**src/rtl/hport_pkg.sv**
```systemverilog
package hport_pkg;
  localparam int HP_DW    = 32;
  localparam int HP_AW    = 16;
  localparam int HP_DEPTH = 8;

  typedef enum logic [0:0] {
    DMA_IDLE = 1'b0,
    DMA_BUSY = 1'b1
  } dma_state_e;
endpackage

```
**src/rtl/hport_fifo.sv**
```systemverilog
module hport_fifo #(
  parameter int W     = 32,
  parameter int DEPTH = 8
) (
  input  logic         clk,
  input  logic         rst_n,
  input  logic         clr,
  input  logic         push,
  input  logic         pop,
  input  logic [W-1:0] din,
  output logic [W-1:0] dout,
  output logic         full,
  output logic         empty
);
  localparam int PW = $clog2(DEPTH);
  localparam logic [PW:0] PTR_ONE = 1;

  logic [PW:0]  wptr_q, wptr_d, rptr_q, rptr_d;
  logic [W-1:0] store_q [DEPTH];
  logic         wr_en, rd_en;

  // pointers carry one wrap bit above the index
  assign empty = (wptr_q == rptr_q);
  assign full  = (wptr_q[PW] != rptr_q[PW]) && (wptr_q[PW-1:0] == rptr_q[PW-1:0]);
  assign dout  = store_q[rptr_q[PW-1:0]];

  always_comb begin
    wr_en  = push && !full && !clr;
    rd_en  = pop && !empty && !clr;
    wptr_d = wptr_q;
    rptr_d = rptr_q;
    if (clr) begin
      wptr_d = '0;
      rptr_d = '0;
    end else begin
      if (wr_en) wptr_d = wptr_q + PTR_ONE;
      if (rd_en) rptr_d = rptr_q + PTR_ONE;
    end
  end

  always_ff @(posedge clk or negedge rst_n) begin
    if (!rst_n) begin
      wptr_q <= '0;
      rptr_q <= '0;
    end else begin
      wptr_q <= wptr_d;
      rptr_q <= rptr_d;
    end
  end

  always_ff @(posedge clk) begin
    if (wr_en) store_q[wptr_q[PW-1:0]] <= din;
  end

  assert_push_visible_R1: assert property (@(posedge clk) disable iff (!rst_n)
    (push && !full && !pop && !clr) |=> !empty);

  assert_flush_clears_R10: assert property (@(posedge clk) disable iff (!rst_n)
    clr |=> (empty && !full));
endmodule

```
**src/rtl/hport_dma_ctrl.sv**
```systemverilog
module hport_dma_ctrl
  import hport_pkg::*;
#(
  parameter int AW = 16,
  parameter int DW = 32
) (
  input  logic          clk,
  input  logic          rst_n,
  input  logic          halt,
  input  logic          flush_req,
  input  logic [AW-1:0] rd_start,
  input  logic          wr_empty,
  input  logic [AW-1:0] wr_head_addr,
  input  logic [DW-1:0] wr_head_data,
  input  logic          rd_full,
  input  logic          mem_ack,
  input  logic [DW-1:0] mem_rdata,
  output logic          mem_req,
  output logic          mem_we,
  output logic [AW-1:0] mem_addr,
  output logic [DW-1:0] mem_wdata,
  output logic          wr_pop,
  output logic          rd_push,
  output logic [DW-1:0] rd_push_data,
  output logic          fifo_clr
);
  localparam logic [AW-1:0] ADDR_ONE = 1;

  dma_state_e    state_q, state_d;
  logic          we_q, we_d;
  logic [AW-1:0] addr_q, addr_d;
  logic [DW-1:0] wdata_q, wdata_d;
  logic [AW-1:0] fetch_q, fetch_d;
  logic          fpend_q, fpend_d;
  logic          issue;

  assign mem_req      = (state_q == DMA_BUSY);
  assign mem_we       = we_q;
  assign mem_addr     = addr_q;
  assign mem_wdata    = wdata_q;
  assign rd_push_data = mem_rdata;

  always_comb begin
    state_d  = state_q;
    we_d     = we_q;
    addr_d   = addr_q;
    wdata_d  = wdata_q;
    fetch_d  = fetch_q;
    fpend_d  = fpend_q | flush_req;
    fifo_clr = 1'b0;
    wr_pop   = 1'b0;
    rd_push  = 1'b0;
    issue    = 1'b0;
    unique case (state_q)
      DMA_IDLE: begin
        if (fpend_q) begin
          fifo_clr = 1'b1;
          fetch_d  = rd_start;
          fpend_d  = flush_req;
        end else if (!halt && !wr_empty) begin
          issue   = 1'b1;
          state_d = DMA_BUSY;
          we_d    = 1'b1;
          addr_d  = wr_head_addr;
          wdata_d = wr_head_data;
        end else if (!halt && !rd_full) begin
          issue   = 1'b1;
          state_d = DMA_BUSY;
          we_d    = 1'b0;
          addr_d  = fetch_q;
        end
      end
      DMA_BUSY: begin
        if (mem_ack) begin
          state_d = DMA_IDLE;
          if (we_q) begin
            wr_pop = 1'b1;
          end else begin
            rd_push = 1'b1;
            fetch_d = fetch_q + ADDR_ONE;
          end
        end
      end
      default: state_d = DMA_IDLE;
    endcase
  end

  always_ff @(posedge clk or negedge rst_n) begin
    if (!rst_n) begin
      state_q <= DMA_IDLE;
      fpend_q <= 1'b0;
      fetch_q <= '0;
    end else begin
      state_q <= state_d;
      fpend_q <= fpend_d;
      fetch_q <= fetch_d;
    end
  end

  always_ff @(posedge clk or negedge rst_n) begin
    if (!rst_n) begin
      we_q    <= 1'b0;
      addr_q  <= '0;
      wdata_q <= '0;
    end else if (issue) begin
      we_q    <= we_d;
      addr_q  <= addr_d;
      wdata_q <= wdata_d;
    end
  end

  assert_req_held_R6: assert property (@(posedge clk) disable iff (!rst_n)
    (mem_req && !mem_ack) |=> (mem_req && $stable(mem_addr) && $stable(mem_we) && $stable(mem_wdata)));

  assert_halt_no_issue_R7: assert property (@(posedge clk) disable iff (!rst_n)
    (halt && !mem_req) |=> !mem_req);

  assert_write_first_R5: assert property (@(posedge clk) disable iff (!rst_n)
    (!mem_req && !halt && !fpend_q && !wr_empty) |=> (mem_req && mem_we));

  assert_flush_waits_R10: assert property (@(posedge clk) disable iff (!rst_n)
    (fpend_q && mem_req && !mem_ack) |=> (fpend_q && mem_req));
endmodule

```
**src/rtl/hport_fifo_dma.sv**
```systemverilog
module hport_fifo_dma
  import hport_pkg::*;
#(
  parameter int DW    = HP_DW,
  parameter int AW    = HP_AW,
  parameter int DEPTH = HP_DEPTH
) (
  input  logic          clk,
  input  logic          rst_n,
  input  logic          host_wr,
  input  logic          host_rd,
  input  logic [AW-1:0] host_addr,
  input  logic [DW-1:0] host_wdata,
  output logic [DW-1:0] host_rdata,
  output logic          host_wait,
  input  logic          susp_in,
  input  logic          ctl_free,
  input  logic          ctl_soft,
  input  logic          flush_req,
  input  logic [AW-1:0] rd_start,
  output logic          mem_req,
  output logic          mem_we,
  output logic [AW-1:0] mem_addr,
  output logic [DW-1:0] mem_wdata,
  input  logic          mem_ack,
  input  logic [DW-1:0] mem_rdata
);
  localparam int WQW = AW + DW;

  logic [1:0]     rst_pipe_q;
  logic           rst_int_n;
  logic           halt;
  logic           wr_full, wr_empty, wr_pop;
  logic           rd_full, rd_empty, rd_push;
  logic [DW-1:0]  rd_push_data;
  logic [WQW-1:0] wq_head;
  logic           fifo_clr;
  logic           host_wr_ok, host_rd_ok;

  // asynchronous assert, synchronous release
  always_ff @(posedge clk or negedge rst_n) begin
    if (!rst_n) rst_pipe_q <= 2'b00;
    else        rst_pipe_q <= {rst_pipe_q[0], 1'b1};
  end
  assign rst_int_n = rst_pipe_q[1];

  assign halt       = susp_in && !ctl_free && ctl_soft;
  assign host_wr_ok = host_wr && !wr_full;
  assign host_rd_ok = host_rd && !rd_empty;
  assign host_wait  = (host_wr && wr_full) || (host_rd && rd_empty);

  hport_fifo #(.W(WQW), .DEPTH(DEPTH)) u_wq (
    .clk   (clk),
    .rst_n (rst_int_n),
    .clr   (fifo_clr),
    .push  (host_wr_ok),
    .pop   (wr_pop),
    .din   ({host_addr, host_wdata}),
    .dout  (wq_head),
    .full  (wr_full),
    .empty (wr_empty)
  );

  hport_fifo #(.W(DW), .DEPTH(DEPTH)) u_rq (
    .clk   (clk),
    .rst_n (rst_int_n),
    .clr   (fifo_clr),
    .push  (rd_push),
    .pop   (host_rd_ok),
    .din   (rd_push_data),
    .dout  (host_rdata),
    .full  (rd_full),
    .empty (rd_empty)
  );

  hport_dma_ctrl #(.AW(AW), .DW(DW)) u_dma (
    .clk          (clk),
    .rst_n        (rst_int_n),
    .halt         (halt),
    .flush_req    (flush_req),
    .rd_start     (rd_start),
    .wr_empty     (wr_empty),
    .wr_head_addr (wq_head[WQW-1:DW]),
    .wr_head_data (wq_head[DW-1:0]),
    .rd_full      (rd_full),
    .mem_ack      (mem_ack),
    .mem_rdata    (mem_rdata),
    .mem_req      (mem_req),
    .mem_we       (mem_we),
    .mem_addr     (mem_addr),
    .mem_wdata    (mem_wdata),
    .wr_pop       (wr_pop),
    .rd_push      (rd_push),
    .rd_push_data (rd_push_data),
    .fifo_clr     (fifo_clr)
  );

  assert_ignore_susp_R8: assert property (@(posedge clk) disable iff (!rst_int_n)
    ((ctl_free || !ctl_soft) && !mem_req && !wr_empty && !fifo_clr) |=> mem_req);

  assert_reset_idle_R11: assert property (@(posedge clk)
    (!rst_int_n) |-> (!mem_req && wr_empty && rd_empty));
endmodule

```
**config.mk**
```make
export PLATFORM = sky130hd
export DESIGN_NAME = hport_fifo_dma
export DESIGN_NICKNAME = d
export VERILOG_FILES = /design/src/rtl/hport_pkg.sv /design/src/rtl/hport_fifo.sv /design/src/rtl/hport_dma_ctrl.sv /design/src/rtl/hport_fifo_dma.sv
export SDC_FILE = /design/constraint.sdc
export NUM_CORES = 1
export LEC_CHECK = 0
export ABC_CLOCK_PERIOD_IN_PS = 3000
export CAP_MARGIN = 40
export CORE_ASPECT_RATIO = 0.75
export CORE_UTILIZATION = 30
export CTS_CLUSTER_DIAMETER = 50
export DETAILED_ROUTE_END_ITERATION = 6
export GPL_TIMING_DRIVEN = 0
export SYNTH_ARGS = -nofsm -noshare
export SYNTH_HDL_FRONTEND = slang
export SYNTH_SLANG_ARGS = --single-unit
```
**constraint.sdc**
```tcl
create_clock -name clk -period 3 [get_ports clk]
set_input_delay 0.75 -clock clk [delete_from_list [all_inputs] [get_ports clk]]
set_output_delay 0.75 -clock clk [all_outputs]
set_load 0.01 [all_outputs]
```
==> metrics list <==
* Run status: complete, but fails checks
- The checks that failed: DRC, setup timing.
* Number of DRC markers after the initial detailed-route iteration: 1277
* Ranking of synthesized cells by instance count: 640 x sky130_fd_sc_hd__edfxtp_1, 160 x sky130_fd_sc_hd__mux4_2, 96 x sky130_fd_sc_hd__mux2_2
* Overflow left after global routing: 0
- Of the available clock period, the critical path in the final layout requires 109.6%.
- The total count of hold-check failures in the final report was 0.
* Most numerous cell in the Yosys netlist: sky130_fd_sc_hd__edfxtp_1
* Final Max Tran Viols: 0
- Largest fanout on the critical path: 5
- Among all flip-flop cells after synthesis, the most frequent one is sky130_fd_sc_hd__edfxtp_1.
- After detailed routing, the number of remaining DRC violations is 10.
- The kind of cell with the highest combined delay along the critical path is multiplexers.
* Synth Net Count: 1418
- During synthesis, Yosys emitted a total of 0 warnings.
- The tree built by TritonCTS fans out to 725 sinks.
- Share of the core filled with cells: 39.29%
- Once placement completed, the tool counted placed cells totaling 2766.
* Number of enable flip-flop cells after synthesis: 640
- Number of synthesized register bits: 725
- In the final routed layout, each cell accounts on average for 22.61 microns.
* Count of inserted antenna diode cells: 0
- Once detail routing completed, the nets flagged for antenna violations numbered 0.
* Input/output buffers: 187
- The setup path with the least slack is of type reg2out.
- Area Overhead vs Synth: 28.71%
* Endpoint type of the worst setup path: output pin
- In this run the core area contains 96 standard-cell rows.
* Via-to-Cell Ratio: 4.806
- PwrDens: 796.9 nW/um^2
* Adder-cell share of the synthesized area: 0.2224%
- Data on the critical path is required at its endpoint by 2.25 ns.
- Initial antenna violation count: 3
* Static leakage: 11.78 nW
- Clock buffers created by TritonCTS: 84
- The first global-routing pass estimated 99260 microns of wire.
- Insertion delay of the later-clocked pin in the worst-skew pair: 0.64 ns
- During I/O placement, the number of pins put on the boundary was 188.
- Multiplexer cells account for 17.51% of the synthesized area.
- The worst setup path is launched from a register.
- The initial utilization of the core area, before any placement, comes to 30.53%.
- DPL Wire Length: 44770 microns
* Clock Tree Root: sky130_fd_sc_hd__clkbuf_16
* Cell area after synthesis: 28130 sq um
* Non-filler instance count after layout: 2984
- Summing the sequential cell areas from Yosys gives 75.89% of the chip area.
- Final GP Congestion: 0.8020
* Distinct cells, synth: 57
* Share of post-route cells with drive strength above 1: 33.77%
- The floorplan step defined a die boundary enclosing 94990 sq um.
- Among all stages on the critical path, the largest delay is contributed by sky130_fd_sc_hd__mux4_2.
* First-pass iteration count of the detailed router: 7
* Worst ir drop on vdd: 390.9 uV
- The synthesized design devotes to its leading area cell type 68.33% of total area.
- Max cap viols: 0
- Series of cell instances along the critical path: buf_6, buf_8, buf_12, buf_12, buf_6, mux4_2, mux2_4, buf_6
- The largest single stage delay on the critical path is 0.47 ns.
- The worst register-to-register path has a depth of 9.
- Power comes to 28.85 mW.
* Number of filler cells placed in the layout: 8083
- The largest total area in the synthesized netlist belongs to sky130_fd_sc_hd__edfxtp_1.
- After floorplanning, the core was sized to cover 92130 sq um.
- Static timing analysis puts the maximum clock frequency at 0.3041 GHz.
- TritonCTS clock tree: built
- Accumulated negative setup slack: -5.966 ns
- Once placement finished, the instance area stood at 32540 sq um.
* Finished Cell Area: 36200 sq um
- The worst pin sits at a relative slew slack of 43.24%.
- Slack of the worst reg-to-reg path: 0.24 ns
- Of the total synthesized cell area, the portion taken by XOR and XNOR cells is 0.6228%.
* Clock-pin slew of the registers on the worst-case setup and hold paths: 0.06 ns
- In this run the number of H-tree levels came out at 3.
- Endpoint of the lowest-slack register-to-register path: u_wq.store_q[0][22]$_DFFE_PP_
- Arrival time worst endpoint: 2.54 ns
* Clock period minus worst slack: 3.289 ns
- Width of the chip: 355.6 microns
* Unrepaired setup endpoints after global routing: true
- On the final layout, the worst hold slack is 0.2976 ns.
* Number of cells produced by synthesis: 1308
- Maximum number of pins on one net before global-route repair: 50
- OpenSTA, run right after detailed placement, puts the worst setup slack at -0.8907 ns.
- Minimum setup slack in the final design: -0.2888 ns
- Compound-cell area share of the yosys netlist: 2.002%
- Maximum count of clock buffers along a single path: 3
- Share of flip-flops with an asynchronous set or reset: 11.72%
- Worst Tran Pin Value: 0.8515 ns
- Counting stages on the worst path, the most repeated cell is sky130_fd_sc_hd__buf_6.
- In this run the number of cells on the critical path is 8.
- Total vias in the final route: 14340
- From bottom edge to top edge, the die measures 267.2 microns.
- Dominant cells by area after synthesis: sky130_fd_sc_hd__edfxtp_1 68%, sky130_fd_sc_hd__mux4_2 13%, sky130_fd_sc_hd__dfrtp_1 7.6%, sky130_fd_sc_hd__mux2_2 3.8%, sky130_fd_sc_hd__mux2i_1 0.85%
- After the last flow step, the layout net total stands at 1799.
- In this run, post-CTS hold repair placed 0 buffers.
- Summed over all layers, the routed wires come to 67470 microns.
- Simple-gate portion of the synthesized area: 2.349%
- After synthesis, the largest family of logic cells by area is multiplexers.
- HP Class: in2async
* Syn Area/Cell: 21.50 sq um
* Sum of buffers and inverters on the critical path: 6
- For the final database, setup skew stands at 0.02106 ns.
* Beginning of the worst register-to-register path: u_dma.mem_req$_DFF_PN0_
- The number of global-route vias before repair is 14810.
- Overall routing resource usage: 14.18%
* Setup violators final: 32
## area by class of cell
type	instances	area [sq um]	area share (%)
Multi-Input combinational cell	504	6623	18.29
Clock inverter	50	460.4	1.272
Sequential cell	725	21350	58.98
Clock buffer	106	2226	6.149
Buffer	69	515.5	1.424
Inverter	9	33.78	0.09332
Tap cell	1225	1533	4.234
Timing Repair Buffer	296	3458	9.553
## power breakdown
group / total (mW) / switching (mW) / internal [mW]
logic: 6.66 / 3.09 / 3.57
registers: 12.4 / 0.520 / 11.9
clock network: 9.75 / 4.14 / 5.61
total: 28.8 / 7.75 / 21.1
## worst register-to-register path, cell delays in order (launching register included)
cell and delay (ns):
sky130_fd_sc_hd__dfrtp_1 0.49, sky130_fd_sc_hd__clkbuf_2 0.28, sky130_fd_sc_hd__nor2b_1 0.07, sky130_fd_sc_hd__clkbuf_1 0.27, sky130_fd_sc_hd__nor2_1 0.25, sky130_fd_sc_hd__nand2_1 0.28, sky130_fd_sc_hd__nor3_4 0.29, sky130_fd_sc_hd__buf_8 0.20
sky130_fd_sc_hd__buf_16 0.16, sky130_fd_sc_hd__buf_8 0.17
## cells by family after synthesis
family | Yosys count
buf+inv | 79
mux | 280
flops | 725
fa+ha+maj | 5
simple gates | 124
xor+xnor | 20
other cells | 1
compound gates | 74
## how the worst max path moves through the flow
| stage | endpoint | startpoint |
|---|---|---|
| after detailed placement | u_rq.store_q[1][10]$_DFFE_PP_ | mem_ack |
| after floorplan | u_wq.store_q[1][0]$_DFFE_PP_ | u_dma.mem_req$_DFF_PN0_ |
| after global routing | host_rdata[23] | u_rq.rptr_q[0]$_DFFE_PN0P_ |
| after CTS | host_rdata[19] | u_rq.rptr_q[0]$_DFFE_PN0P_ |
| final | host_rdata[23] | u_rq.rptr_q[0]$_DFFE_PN0P_ |
| after global placement | u_wq.store_q[2][37]$_DFFE_PP_ | host_wr |
## repair_timing
item                                    CTS  global route
setup buffers                            35            25
pin swaps                                16             7
gates resized for setup                 166            69
endpoints found under the setup margin  358           173
cloned                                    2             1
hold endpoints to repair                  0             0
## layer usage
metal	vias up	part of all wire (%)	global-route usage (%)
li1	6244	-	-
met1	7634	46	20.42
met2	374	47	22.08
met3	86	5.4	2.651
met4	2	1.7	3.507
met5	-	0.019	0
## registers in the layout, indices dropped and copies added (netlist names)
name             count
u_wq.store_q       384
u_rq.store_q       256
u_dma.mem_wdata     32
u_dma.fetch_q       16
u_dma.mem_addr      16
u_rq.rptr_q          4
u_rq.wptr_q          4
u_wq.rptr_q          4
u_wq.wptr_q          4
rst_pipe_q           2
u_dma.fpend_q        1
u_dma.mem_req        1
u_dma.mem_we         1
## cell usage in the layout (no fill, tap or decap), types with 20 or more instances in the layout
master and instances:
sky130_fd_sc_hd__clkbuf_2 22, sky130_fd_sc_hd__edfxtp_1 640, sky130_fd_sc_hd__mux2_2 78, sky130_fd_sc_hd__dfrtp_1 83, sky130_fd_sc_hd__clkbuf_16 86, sky130_fd_sc_hd__buf_4 41, sky130_fd_sc_hd__clkbuf_1 40, sky130_fd_sc_hd__buf_12 34
sky130_fd_sc_hd__mux4_2 160, sky130_fd_sc_hd__clkdlybuf4s50_1 154, sky130_fd_sc_hd__mux2i_1 24, sky130_fd_sc_hd__buf_8 20, sky130_fd_sc_hd__buf_6 39, sky130_fd_sc_hd__nand2_1 27, sky130_fd_sc_hd__nor3_1 22
Note: power is estimated with default switching activity, not from simulation.
